File: config.mk
export PLATFORM = sky130hd
export DESIGN_NAME = txev_status_unit
export DESIGN_NICKNAME = d
export VERILOG_FILES = /design/src/rtl/txev_pkg.sv /design/src/rtl/txev_event_bank.sv /design/src/rtl/txev_coll_counter.sv /design/src/rtl/txev_reg_port.sv /design/src/rtl/txev_status_unit.sv
export SDC_FILE = /design/constraint.sdc
export NUM_CORES = 1
export LEC_CHECK = 0
export BUFFER_PORTS_ARGS = -buffer_cell sky130_fd_sc_hd__buf_2
export CORE_ASPECT_RATIO = 0.6
export CORE_MARGIN = 4
export CORE_UTILIZATION = 50
export CTS_CLUSTER_SIZE = 28
export DETAILED_ROUTE_END_ITERATION = 6
export MAX_ROUTING_LAYER = met4
export PLACE_DENSITY = 0.75
export RECOVER_POWER = 100
export SETUP_SLACK_MARGIN = 0.5
export SYNTH_ARGS = -nofsm -noshare
export SYNTH_HDL_FRONTEND = slang
export SYNTH_HIERARCHICAL = 1
export SYNTH_SLANG_ARGS = --single-unit
File: constraint.sdc
create_clock -name clk -period 1.6 [get_ports clk]
set_clock_uncertainty 0.05 [all_clocks]
set_input_delay 0.32 -clock clk [delete_from_list [all_inputs] [get_ports clk]]
set_output_delay 0.32 -clock clk [all_outputs]
set_load 0.02 [all_outputs]
File: src/rtl/txev_pkg.sv
package txev_pkg;
   localparam int STAT_W = 8;
   localparam int BIT_SENT   = 7;
   localparam int BIT_CARR   = 6;
   localparam int BIT_SELF   = 5;
   localparam int BIT_SHORT  = 4;
   localparam int BIT_UFLW   = 3;
   localparam int BIT_COLL   = 2;
   localparam int BIT_COLL16 = 1;
   localparam int BIT_PAR    = 0;
   // positions that latch pulses; the rest are live levels
   localparam logic [STAT_W-1:0] LATCH_MAP = 8'hAF;

   typedef enum logic [1:0] {
      REG_STATUS = 2'd0,
      REG_ENABLE = 2'd1,
      REG_MODE   = 2'd2,
      REG_SPARE  = 2'd3
   } reg_sel_e;
endpackage

File: src/rtl/txev_event_bank.sv
module txev_event_bank #(
   parameter int                W        = 8,
   parameter logic [W-1:0]      LAT_MAP  = 8'hAF,
   parameter bit                SET_WINS = 1'b1
) (
   input  logic         clk,
   input  logic         rst,
   input  logic [W-1:0] ev_in,
   input  logic         clr_we,
   input  logic [W-1:0] clr_bits,
   output logic [W-1:0] lat_q,
   output logic [W-1:0] status
);
   if (W < 1) begin : g_bad_w
      $error("event bank width must be positive");
   end

   for (genvar i = 0; i < W; i++) begin : g_bit
      if (LAT_MAP[i]) begin : g_latched
         logic hit_clr;
         assign hit_clr = clr_we & clr_bits[i];
         if (SET_WINS) begin : g_setpri
            always_ff @(posedge clk) begin
               if (rst)            lat_q[i] <= 1'b0;
               else if (ev_in[i])  lat_q[i] <= 1'b1;
               else if (hit_clr)   lat_q[i] <= 1'b0;
            end
         end else begin : g_clrpri
            always_ff @(posedge clk) begin
               if (rst)            lat_q[i] <= 1'b0;
               else if (hit_clr)   lat_q[i] <= 1'b0;
               else if (ev_in[i])  lat_q[i] <= 1'b1;
            end
         end
         assign status[i] = lat_q[i];


         ev_sets_chk: assert property (@(posedge clk) disable iff (rst)
            ev_in[i] && SET_WINS |=> lat_q[i]);

         flag_holds_chk: assert property (@(posedge clk) disable iff (rst)
            lat_q[i] && !hit_clr |=> lat_q[i]);

         clr_works_chk: assert property (@(posedge clk) disable iff (rst)
            hit_clr && !ev_in[i] |=> !lat_q[i]);
      end else begin : g_live
         assign lat_q[i]  = 1'b0;
         assign status[i] = ev_in[i];
      end
   end
endmodule

File: src/rtl/txev_coll_counter.sv
module txev_coll_counter #(
   parameter int CNT_W = 4
) (
   input  logic             clk,
   input  logic             rst,
   input  logic             coll,
   input  logic             sent_ok,
   output logic [CNT_W-1:0] count
);
   localparam logic [CNT_W-1:0] CNT_MAX = {CNT_W{1'b1}};

   if (CNT_W < 1 || CNT_W > 16) begin : g_bad_cnt
      $error("collision counter width out of range");
   end

   always_ff @(posedge clk) begin
      if (rst)                          count <= '0;
      else if (sent_ok)                 count <= '0;
      else if (coll && count != CNT_MAX) count <= count + 1'b1;
   end


   sent_resets_chk: assert property (@(posedge clk) disable iff (rst)
      sent_ok |=> count == '0);

   sat_hold_chk: assert property (@(posedge clk) disable iff (rst)
      coll && !sent_ok && count == CNT_MAX |=> count == CNT_MAX);

   step_one_chk: assert property (@(posedge clk) disable iff (rst)
      coll && !sent_ok && count != CNT_MAX |=> count == $past(count) + 1'b1);

   idle_stable_chk: assert property (@(posedge clk) disable iff (rst)
      !coll && !sent_ok |=> $stable(count));
endmodule

File: src/rtl/txev_reg_port.sv
module txev_reg_port
   import txev_pkg::*;
#(
   parameter int                DATA_W  = 8,
   parameter int                CNT_W   = 4,
   parameter int                ADDR_W  = 2,
   parameter logic [DATA_W-1:0] EN_MAP  = 8'hAF
) (
   input  logic              clk,
   input  logic              rst,
   input  logic [ADDR_W-1:0] addr,
   input  logic              wr,
   input  logic [DATA_W-1:0] wdata,
   input  logic [DATA_W-1:0] status,
   input  logic [CNT_W-1:0]  count,
   output logic [DATA_W-1:0] enable_q,
   output logic              clr_we,
   output logic [DATA_W-1:0] clr_bits,
   output logic [DATA_W-1:0] rdata
);
   localparam int MODE_W = DATA_W - CNT_W;

   if (MODE_W < 1) begin : g_bad_split
      $error("count field must leave room for mode bits");
   end
   if (ADDR_W < 2) begin : g_bad_addr
      $error("address needs at least two bits");
   end

   logic [MODE_W-1:0] mode_q;
   logic sel_stat, sel_en, sel_mode;

   assign sel_stat = (addr == ADDR_W'(REG_STATUS));
   assign sel_en   = (addr == ADDR_W'(REG_ENABLE));
   assign sel_mode = (addr == ADDR_W'(REG_MODE));

   assign clr_we   = wr & sel_stat;
   assign clr_bits = wdata;

   always_ff @(posedge clk) begin
      if (rst) begin
         enable_q <= '0;
         mode_q   <= '0;
      end else if (wr) begin
         if (sel_en)   enable_q <= wdata & EN_MAP;
         if (sel_mode) mode_q   <= wdata[MODE_W-1:0];
      end
   end

   always_comb begin
      rdata = '0;
      if (sel_stat)      rdata = status;
      else if (sel_en)   rdata = enable_q;
      else if (sel_mode) rdata = {count, mode_q};
   end


   enable_store_chk: assert property (@(posedge clk) disable iff (rst)
      wr && sel_en |=> enable_q == ($past(wdata) & EN_MAP));

   mode_store_chk: assert property (@(posedge clk) disable iff (rst)
      wr && sel_mode |=> mode_q == $past(wdata[MODE_W-1:0]));
endmodule

File: src/rtl/txev_status_unit.sv
module txev_status_unit
   import txev_pkg::*;
#(
   parameter int CNT_W  = 4,
   parameter int ADDR_W = 2
) (
   input  logic              clk,
   input  logic              rst,
   input  logic              ev_sent_ok,
   input  logic              carrier_sense,
   input  logic              ev_self_rx,
   input  logic              media_short,
   input  logic              ev_underflow,
   input  logic              ev_coll,
   input  logic              ev_coll16,
   input  logic              ev_parity,
   input  logic [ADDR_W-1:0] host_addr,
   input  logic              host_wr,
   input  logic [STAT_W-1:0] host_wdata,
   output logic [STAT_W-1:0] host_rdata,
   output logic              tx_irq_n
);
   logic [STAT_W-1:0] ev_vec, lat_q, status, enable_q, clr_bits;
   logic [CNT_W-1:0]  count;
   logic              clr_we;

   always_comb begin
      ev_vec             = '0;
      ev_vec[BIT_SENT]   = ev_sent_ok;
      ev_vec[BIT_CARR]   = carrier_sense;
      ev_vec[BIT_SELF]   = ev_self_rx;
      ev_vec[BIT_SHORT]  = media_short;
      ev_vec[BIT_UFLW]   = ev_underflow;
      ev_vec[BIT_COLL]   = ev_coll;
      ev_vec[BIT_COLL16] = ev_coll16;
      ev_vec[BIT_PAR]    = ev_parity;
   end

   txev_event_bank #(.W(STAT_W), .LAT_MAP(LATCH_MAP), .SET_WINS(1'b1)) bank_i (
      .clk(clk), .rst(rst), .ev_in(ev_vec), .clr_we(clr_we),
      .clr_bits(clr_bits), .lat_q(lat_q), .status(status));

   txev_coll_counter #(.CNT_W(CNT_W)) cnt_i (
      .clk(clk), .rst(rst), .coll(ev_coll), .sent_ok(ev_sent_ok),
      .count(count));

   txev_reg_port #(.DATA_W(STAT_W), .CNT_W(CNT_W), .ADDR_W(ADDR_W),
                   .EN_MAP(LATCH_MAP)) port_i (
      .clk(clk), .rst(rst), .addr(host_addr), .wr(host_wr),
      .wdata(host_wdata), .status(status), .count(count),
      .enable_q(enable_q), .clr_we(clr_we), .clr_bits(clr_bits),
      .rdata(host_rdata));

   assign tx_irq_n = ~|(lat_q & enable_q);


   irq_follows_chk: assert property (@(posedge clk) disable iff (rst)
      ev_underflow && enable_q[BIT_UFLW] && !(host_wr && host_addr == ADDR_W'(REG_ENABLE))
      |=> !tx_irq_n);

   live_no_irq_chk: assert property (@(posedge clk) disable iff (rst)
      lat_q == '0 |-> tx_irq_n);
endmodule

# After elaboration in Yosys (flattened, before gate mapping)
# Index checks and enable logic that the tools add are counted.
[word_totals]
ff_bits = 20
word_cells = 49
out_inout_bits = 9
[classes]
n_addsub = 1
muxes = 15
n_bitwise = 8
eq_ne = 3
reduce_logical = 13
[ops]
columns = ["operator", "n"]
rows = [
  ["8-bit two-way mux", 3],
  ["1-bit two-way mux", 12],
  ["2-bit nonzero test", 6],
  ["8-bit bitwise AND", 1],
  ["8-bit OR reduction", 1],
  ["1-bit bitwise AND", 7],
  ["4-bit by 1-bit adder with 4-bit output, second input constant", 1],
  ["4-bit inequality test, second input constant", 1],
  ["2-bit AND reduction", 2],
  ["2-bit by 1-bit == test with 1-bit output, second input constant", 1],
  ["2-bit == test, second input constant", 1],
  ["2-bit logical NOT", 1],
  ["2-bit OR reduction", 1],
  ["1-bit logical AND", 1],
  ["1-bit logical NOT", 1],
]

# Longest topological paths before layout
# Gate-level depths: netlist (run 1).
[depth]
depth_word = 5
ltp_mapped = 4
ltp_nobuf = 4

# Cells and area by module
# Netlist (run 1), hierarchy kept.
[by_module_without_submodules]
columns = ["mod", "area_per_inst_um2", "instances", "cells_each", "seq_area_each_um2"]
rows = [
  ["txev_reg_port", 700.7, 1, 73, 200.2],
  ["txev_event_bank", 296.5, 1, 35, 120.1],
  ["txev_coll_counter", 188.9, 1, 22, 80.1],
  ["txev_status_unit", 38.8, 1, 5, 0.0],
]

# Least setup slack after synthesis (run 1)
# Ideal clock, no wire load.
[synth_timing]
kind = "in2out"
from = "input host_addr[0]"
to = "output host_rdata[0]"
t_arrival_ns = 0.969
slack_ns = 0.261
n_path_buf = 1
cell_stages = 3
cell_sequence = "buf_4 mux2i_1 o2bb2ai_1"
[synth_between]
elab_chain_cells = 4
word_cells_on_any_way = 6
classes_between = "eq/ne (2); mux (3); reduce/logical (1)"
[synth_lines]
columns = ["element", "line_no", "rtl"]
rows = [
  ["start: declaration", "txev_status_unit.sv:17", "input logic [ADDR_W-1:0] host_addr,"],
  ["2-bit == test", "txev_reg_port.sv:35", "assign sel_mode = (addr == ADDR_W'(REG_MODE));"],
  ["8-bit two-way mux", "txev_reg_port.sv:54", "else if (sel_mode) rdata = {count, mode_q};"],
  ["8-bit two-way mux", "txev_reg_port.sv:53", "else if (sel_en) rdata = enable_q;"],
  ["8-bit two-way mux *", "txev_reg_port.sv:52", "if (sel_stat) rdata = status;"],
  ["end: declaration", "txev_status_unit.sv:20", "output logic [STAT_W-1:0] host_rdata,"],
]
# Every way passes the cells marked *; elsewhere a longest branch is shown, timed or not.

# Final worst setup path (run 1)
[layout_timing]
from = "input host_addr[0]"
to = "output host_rdata[3]"
# Same word-level chain as after synthesis.

==> run_results.csv, run 1 <==
group,metric,value,unit
status,status,"complete, no violations",
timing,setup_violations,0,
global_route,grt_max_degree,27,
timing,max_slew_margin,0.425,
timing,period_needed,1.53,ns
setup_path,required,1.23,ns
setup_path,path_cells,"buf_4 > nor2b_1 > buf_12 > o2bb2ai_2 > clkbuf_2",
global_route,gr-total-overflow,0,
final_layout,post_route_cells_drive_above_1_share,0.441,
global_route,first_global_vias,921,
route,wl_per_cell,16.7,um
route,drtAntennaViolNets,0,
placement,dpl-instance-area,1280,sq um
clocking,cts_tree,"built",
global_route,antenna_found_initial,0,
timing,maxSlewViolCount,0,
route,drt_iter0_markers,52,
clocking,cts_buffers,3,
yosys,synth.avg_cell_area,9.10,sq um
route,vias,992,
placement,place.gp.congestion,0.762,
setup_path,crit_family,"buffers and inverters",
final_layout,diodes,0,
setup_path,critPathKind,"primary input to primary output",
final_layout,fin_area,1510,sq um
clocking,clk_latency,0.26,ns
route,totalWireLength,3050,um
setup_path,cp_slowest_cell,"nor2b_1",
floorplanning,num_rows,13,
floorplanning,io_pins,30,
power_and_ir_drop,ir_worst_vdd,0.559,mV
power_and_ir_drop,switchingPower,0.000308,W
route,dr.pass1.iters,4,
setup_path,r2r_slack,0.25,ns
final_layout,nNetsFinal,175,
floorplanning,die_area,3300,sq um
floorplanning,die_x,71.5,um
placement,place_inst,170,
timing,period_share,0.959,
setup_path,startpoint_type,"primary input",
power_and_ir_drop,p_int,0.000963,W
power_and_ir_drop,power_leakage,0.652,nW
yosys,synth.cell_area,1210,sq um
clocking,cts_sinks,20,
final_layout,syn_to_final_growth,25.0,%
route,drc,0,
power_and_ir_drop,powerDensity,840,nW/um^2
timing,fin_tns_setup,0,ns
yosys,syn_inst,133,
power_and_ir_drop,sw_frac_of_total,0.243,
clocking,cts_buffer_depth,2,
power_and_ir_drop,clockPowerShare,0.400,
route,drt-vias-per-instance,5.45,
placement,dpl.hpwl,1880,um
global_route,grt_usage,0.196,
timing,hold_viol_final,0,
setup_path,worst_path_largest_cell_delay,0.22,ns
final_layout,stdcell_count,182,
timing,rsz0062_at_grt,"yes",
timing,holdWs,0.208,ns
clocking,ctsHoldBuffers,0,
power_and_ir_drop,seqPwrFrac,0.430,
placement,port_buffers,27,
clocking,cts_root_buffer,"clkbuf_8",
setup_path,arrival,1.16,ns
flow_run,cap_violations,0,
floorplanning,dieHeight,46.1,um
power_and_ir_drop,combPwrFrac,0.170,
setup_path,critPathMaxFanout,13,
yosys,ys.warnings.count,6,
setup_path,endpoint_kind,"primary output",
clocking,clk_pin_slew,0.08,ns
floorplanning,core_area,2230,sq um
timing,tightest_slew,0.861,ns
timing,fmax,0.652,GHz
setup_path,path_buf_inv,3,
hold_path,min_path_type,"primary input to register",
floorplanning,start_util,0.543,
clocking,h-tree-depth,1,
global_route,grt_pass1_wl,4590,um
[per-layer routing]
layer | global-route usage | up-vias | share of wire
li1 | - | 483 | -
met4 | 0.0412 | 0 | 0.0059
met3 | 0.0545 | 4 | 0.11
met1 | 0.240 | 462 | 0.41
met2 | 0.330 | 43 | 0.48
met5 | - | - | 0
[through the flow]
step | power [W] | setup WS, ns | utilization
detailed placement | 0.000730 | -0.0649 | 0.576
floorplan | 0.000706 | 0.357 | -
finish | 0.00127 | 0.0660 | 0.679
CTS | 0.00129 | 0.0951 | 0.709
global route | 0.00130 | 0.0285 | 0.679
global placement | 0.000723 | -0.0425 | 0.576
[what timing repair did]
item	CTS	global route
hold endpoints to repair	0	0
pin swaps	9	5
cloned	1	0
buffers inserted	5	2
endpoints found under the setup margin	21	16
gates resized for setup	49	10
[power by group through the flow]
stage | combinational [W] | sequential, W | clock [W]
floorplan | 0.000161 | 0.000545 | 0
global placement | 0.000173 | 0.000549 | 0
detailed placement | 0.000179 | 0.000551 | 0
CTS | 0.000232 | 0.000546 | 0.000509
global route | 0.000234 | 0.000548 | 0.000523
finish | 0.000217 | 0.000546 | 0.000508
[placed cells by master, fill, tap and decap left out, drive strengths merged, types with 5 or more instances in the layout]
master,instances
nand2b,16
o2bb2ai,6
nand2,5
buf,31
nor2,10
clkbuf,8
mux2i,20
inv,7
a311oi,6
dfxtp,20
[layout make-up]
cell class / instances / area, sq um
fillers: 177 / 716
multi-input cells: 85 / 698
flip-flops and latches: 20 / 420
repair buffers: 36 / 259
clock buffers: 3 / 41.3
well taps: 30 / 37.5
clock inverters: 1 / 30.0
inverters: 7 / 26.3
[flip-flops by register name, indices dropped and copies added, names as in the netlist]
name and cells:
cnt_i/count 4, port_i/mode_q 4, bank_i/lat_q 6, port_i/enable_q 6
[worst register-to-register path: stages (launching register included)]
cell       delay [ns]
dfxtp_1          0.39
buf_6            0.12
ha_1             0.24
nor3_2           0.07
a2111oi_0        0.36
[final timing paths]
| path | cells after the start | start | to |
|---|---|---|---|
| max reg2reg | 4 | cnt_i/count[0] | cnt_i/count[3] |
| max | 5 | host_addr[0] | host_rdata[3] |
| min reg2reg | 2 | port_i/enable_q[1] | port_i/enable_q[1] |
| min | 2 | host_wdata[0] | bank_i/lat_q[0] |
(Power assumes the default switching activity.)
==> run 2: changes to the inputs <==
--- a/config.mk
+++ b/config.mk
@@ -7,15 +7,15 @@
 export LEC_CHECK = 0
 export BUFFER_PORTS_ARGS = -buffer_cell sky130_fd_sc_hd__buf_2
 export CORE_ASPECT_RATIO = 0.6
-export CORE_MARGIN = 4
-export CORE_UTILIZATION = 50
+export CORE_UTILIZATION = 47
 export CTS_CLUSTER_SIZE = 28
 export DETAILED_ROUTE_END_ITERATION = 6
 export MAX_ROUTING_LAYER = met4
-export PLACE_DENSITY = 0.75
+export PLACE_DENSITY = 0.74
 export RECOVER_POWER = 100
 export SETUP_SLACK_MARGIN = 0.5
 export SYNTH_ARGS = -nofsm -noshare
 export SYNTH_HDL_FRONTEND = slang
 export SYNTH_HIERARCHICAL = 1
 export SYNTH_SLANG_ARGS = --single-unit
+export TNS_END_PERCENT = 100
==> constraint.sdc (replaced) <==
create_clock -name clk -period 1.4 [get_ports clk]
set_clock_uncertainty 0.05 [all_clocks]
set_input_delay 0.28 -clock clk [delete_from_list [all_inputs] [get_ports clk]]
set_output_delay 0.28 -clock clk [all_outputs]
set_load 0.02 [all_outputs]
==> run 2 against run 1 <==
Against the previous run: the flow now finishes with violations (setup timing); global-route usage rose by 2.8 points; setup slack got worse by 0.18 ns; clock power rose by 14%; highest routed layer unchanged.
==> run_results.csv, run 2 (synthesis gave the netlist of run 1 again) <==
group,metric,value,unit
final_layout,post_route_cells_drive_above_1_share,0.503,
placement,place.gp.congestion,0.786,
route,drt-met1-wl,1410,um
status,status,"complete, but fails checks",
route,highest_layer,"met4",
global_route,grt_max_degree,27,
timing,setup_violations,7,
hold_path,min_path_type,"primary input to register",
final_layout,n_fill_cell,166,
global_route,first_global_vias,853,
global_route,grt_pass1_wl,4100,um
placement,dpl.hpwl,1910,um
placement,pre_cts_ws,-0.0448,ns
final_layout,top_regs,"bank_i/lat_q (6), port_i/enable_q (6)",
route,drt_iter0_markers,45,
global_route,grt_usage,0.224,
power_and_ir_drop,ir_worst_vdd,0.529,mV
route,vias,991,
clocking,cts_tree,"built",
flow_run,cap_violations,0,
timing,fmax,0.659,GHz
placement,port_buffers,27,
setup_path,arrival,1.19,ns
setup_path,startpoint_type,"register",
route,dr.pass1.iters,4,
status,violations,"setup timing",
global_route,antenna_found_initial,0,
final_layout,seq_area,429,sq um
timing,period_share,1.08,
power_and_ir_drop,power_leakage,0.692,nW
route,drc,0,
route,drt-vias-per-instance,5.36,
floorplanning,start_util,0.528,
route,totalWireLength,2910,um
clocking,clk_pin_slew,0.07,ns
setup_path,endpoint_kind,"primary output",
route,wl_per_cell,15.7,um
floorplanning,die_x,67.5,um
final_layout,diodes,0,
timing,holdWs,0.161,ns
clocking,cts_buffer_depth,2,
route,drtAntennaViolNets,0,
floorplanning,dieHeight,41.3,um
setup_path,critPathMaxFanout,3,
final_layout,final_common_cell,"mux2i_1",
clocking,cts_sinks,20,
timing,rsz0062_at_grt,"yes",
floorplanning,die_area,2790,sq um
final_layout,mostFrequentLayoutCells,"17 x mux2i_1, 16 x buf_2, 16 x nand2b_1",
route,met2_length,1370,um
timing,fin_ws,-0.117,ns
setup_path,required,1.07,ns
final_layout,nNetsFinal,178,
final_layout,syn_to_final_growth,36.4,%
setup_path,critPathKind,"register to primary output",
clocking,cts_buffers,3,
power_and_ir_drop,powerDensity,895,nW/um^2
placement,place_inst,174,
global_route,gr-total-overflow,0,
timing,maxSlewViolCount,0,
clocking,clk_latency,0.26,ns
floorplanning,core_area,2290,sq um
timing,hold_viol_final,0,
clocking,cts_root_buffer,"clkbuf_8",
floorplanning,io_pins,30,
floorplanning,num_rows,13,
route,dr_wl_met3,109,um
final_layout,multi_input_area,768,sq um
setup_path,r2r_slack,0.04,ns
timing,period_needed,1.52,ns
clocking,h-tree-depth,1,
final_layout,stdcell_count,185,
clocking,ctsHoldBuffers,0,
==> run 2: cell count changes in the layout (fill, tap and decap cells not counted), sizes merged <==
cell,delta
clkbuf,-2
buf,+5
==> run 2: worst paths after layout <==
check	depth (start not counted)	start	end
setup / recovery	3	bank_i/lat_q[1]	tx_irq_n
hold / removal	2	host_wdata[3]	bank_i/lat_q[3]
setup reg to reg	4	cnt_i/count[0]	cnt_i/count[2]
hold reg to reg	2	port_i/enable_q[0]	port_i/enable_q[0]
==> run 2: critical path, stage by stage, from the launching register on <==
cell	delay (ns)
dfxtp_4	0.36
a22oi_1	0.20
and4_4	0.25
buf_6	0.11
==> run 2: what timing repair did <==
item | CTS | global route
setup buffers | 3 | 3
gates cloned | 1 | 0
pin swaps | 10 | 11
gates resized for setup | 46 | 22
setup endpoints to repair | 29 | 25
==> run 2: per-stage QoR <==
stage                     area [sq um]  setup TNS (ns)  utilization  power [W]
final                             1650          -0.300        0.720    0.00148
after global routing              1650          -0.618        0.720    0.00154
after CTS                         1600         -0.0611        0.698    0.00147
after detailed placement          1360          -0.168        0.591   0.000849
after global placement            1360         -0.0413        0.591   0.000840
after floorplan                   1320               0            -   0.000808
==> run 2: cell type report <==
cell class	count	area share
clock buffer	3	0.0250
clock inverter	1	0.0182
inverter	7	0.0159
multi-input combinational	85	0.466
sequential	20	0.260
tap	30	0.0227
timing repair buffer	39	0.193
==> run 2: metal layers <==
metal  vias to the layer above  global-route usage
met5                         -                   -
met4                         0              0.0638
met3                         5              0.0516
met2                        19               0.361
met1                       476               0.286
li1                        491                   -
==> run 2: where the power goes <==
group,switching (W),total [W],internal (W)
combinational,0.000135,0.000277,0.000142
clock,0.000199,0.000581,0.000382
sequential,0.0000265,0.000621,0.000594
==> run 3: changes to the inputs <==
--- a/config.mk
+++ b/config.mk
@@ -6,12 +6,14 @@
 export NUM_CORES = 1
 export LEC_CHECK = 0
 export BUFFER_PORTS_ARGS = -buffer_cell sky130_fd_sc_hd__buf_2
+export CELL_PAD_IN_SITES_DETAIL_PLACEMENT = 1
+export CELL_PAD_IN_SITES_GLOBAL_PLACEMENT = 1
 export CORE_ASPECT_RATIO = 0.6
-export CORE_UTILIZATION = 47
+export CORE_UTILIZATION = 35
 export CTS_CLUSTER_SIZE = 28
 export DETAILED_ROUTE_END_ITERATION = 6
 export MAX_ROUTING_LAYER = met4
-export PLACE_DENSITY = 0.74
+export PLACE_DENSITY_LB_ADDON = 0.1
 export RECOVER_POWER = 100
 export SETUP_SLACK_MARGIN = 0.5
 export SYNTH_ARGS = -nofsm -noshare
==> run 3 against run 2 <==
Against the previous run: the run still ends with setup timing left; combinational power increased by 5%; die area up 33%; setup slack gained 0.0022 ns; register-to-register slack better by 0.06 ns; total power increased by 0.56%; sequential share of layout area is 0.58 points lower; largest power group unchanged.
==> run_results.csv, run 3 (synthesis gave the netlist of run 1 again) <==
group,metric,value,unit
route,dr.pass1.iters,4,
clocking,clk_pin_slew,0.08,ns
placement,place.gp.congestion,0.758,
final_layout,syn_to_final_growth,41.2,%
clocking,cts_root_buffer,"clkbuf_8",
hold_path,min_path_type,"primary input to register",
timing,fin_ws,-0.115,ns
setup_path,cp_slowest_cell,"dfxtp_2",
timing,period_needed,1.52,ns
setup_path,path_depth,3,
clocking,h-tree-depth,1,
timing,holdWs,0.178,ns
route,totalWireLength,3270,um
clocking,cts_buffers,3,
global_route,antenna_found_initial,0,
final_layout,n_fill_cell,356,
setup_path,path_buf_inv,1,
final_layout,final_common_cell,"mux2i_1",
clocking,ctsHoldBuffers,0,
final_layout,mostFrequentLayoutCells,"17 x mux2i_1, 16 x nand2b_1, 15 x buf_6, 15 x buf_2, 8 x nor2_1",
placement,dpl.hpwl,2380,um
timing,period_share,1.08,
floorplanning,dieHeight,47.5,um
flow_run,cap_violations,0,
final_layout,top_regs,"bank_i/lat_q (6), port_i/enable_q (6)",
timing,fmax,0.660,GHz
setup_path,critPathMaxFanout,2,
route,drtAntennaViolNets,0,
setup_path,arrival,1.19,ns
power_and_ir_drop,ir_worst_vdd,0.444,mV
hold_path,worstHoldPathCells,2,
global_route,grt_pass1_wl,4970,um
route,drt_iter0_markers,39,
timing,setup_violations,3,
timing,rsz0062_at_grt,"yes",
route,drt-vias-per-instance,4.89,
power_and_ir_drop,powerDensity,870,nW/um^2
setup_path,r2r_cells,5,
route,wl_per_cell,16.0,um
route,drc,0,
global_route,grt_max_degree,27,
floorplanning,num_rows,16,
status,violations,"setup timing",
timing,hold_viol_final,0,
setup_path,startpoint_type,"register",
final_layout,nNetsFinal,183,
setup_path,worst_path_largest_cell_delay,0.34,ns
setup_path,endpoint_kind,"primary output",
global_route,gr-total-overflow,0,
floorplanning,start_util,0.369,
setup_path,crit_family,"flip-flops",
global_route,first_global_vias,1011,
global_route,grt_usage,0.189,
placement,port_buffers,27,
floorplanning,die_area,3700,sq um
floorplanning,die_x,77.9,um
final_layout,diodes,0,
final_layout,utilization,0.520,
placement,place_inst,192,
setup_path,path_cells,"a22oi_2 > and4_4 > buf_6",
power_and_ir_drop,power_leakage,0.701,nW
final_layout,post_route_cells_drive_above_1_share,0.500,
clocking,cts_tree,"built",
clocking,clk_latency,0.26,ns
clocking,cts_sinks,20,
status,status,"complete, but fails checks",
placement,pre_cts_ws,-0.0750,ns
route,vias,1003,
floorplanning,core_area,3280,sq um
clocking,cts_buffer_depth,2,
setup_path,required,1.07,ns
timing,maxSlewViolCount,0,
final_layout,stdcell_count,205,
floorplanning,io_pins,30,
setup_path,critPathKind,"register to primary output",
==> run 3: cell type report <==
type	instances	area, sq um	area share
flip-flops and latches	20	434	0.254
inverters	7	26.3	0.0154
clock inverters	1	30.0	0.0176
multi-input cells	85	763	0.447
clock buffers	3	41.3	0.0242
well taps	45	56.3	0.0330
repair buffers	44	357	0.209
==> run 3: metal layers <==
| layer | global-route usage | share of wire | routed length (um) | vias to the layer above |
|---|---|---|---|---|
| met4 | 0.0444 | 0.0064 | 21 | 0 |
| met5 | - | 0 | 0 | - |
| met3 | 0.0400 | 0.040 | 131 | 2 |
| met2 | 0.315 | 0.46 | 1490 | 21 |
| li1 | - | - | - | 502 |
| met1 | 0.242 | 0.50 | 1630 | 478 |
==> run 3: power by group <==
group / switching [W] / internal [W] / leakage [nW]
combinational: 0.000140 / 0.000150 / 0.495
sequential: 0.0000259 / 0.000589 / 0.171
clock: 0.000199 / 0.000382 / 0.0357
==> run 3: what timing repair did <==
| item | CTS | global route |
|---|---|---|
| setup endpoints to repair | 29 | 22 |
| resized for setup | 55 | 22 |
| setup buffers | 5 | 4 |
| pin swaps | 10 | 7 |
==> run 3: per-stage QoR <==
step                area (sq um)  TNS (ns)  total power, W
floorplan                   1320         0        0.000808
global placement            1400    -0.199        0.000854
detailed placement          1400    -0.244        0.000865
CTS                         1680    -0.140         0.00149
global route                1710    -0.403         0.00155
finish                      1710    -0.155         0.00149
==> run 3: worst paths after layout <==
check,slack [ns],from,endpoint
worst max-delay path,-0.12,bank_i/lat_q[3],tx_irq_n
worst min-delay path,0.18,host_wdata[5],bank_i/lat_q[5]
worst max register to register,0.10,cnt_i/count[0],cnt_i/count[2]
worst min register to register,0.45,port_i/mode_q[3],port_i/mode_q[3]
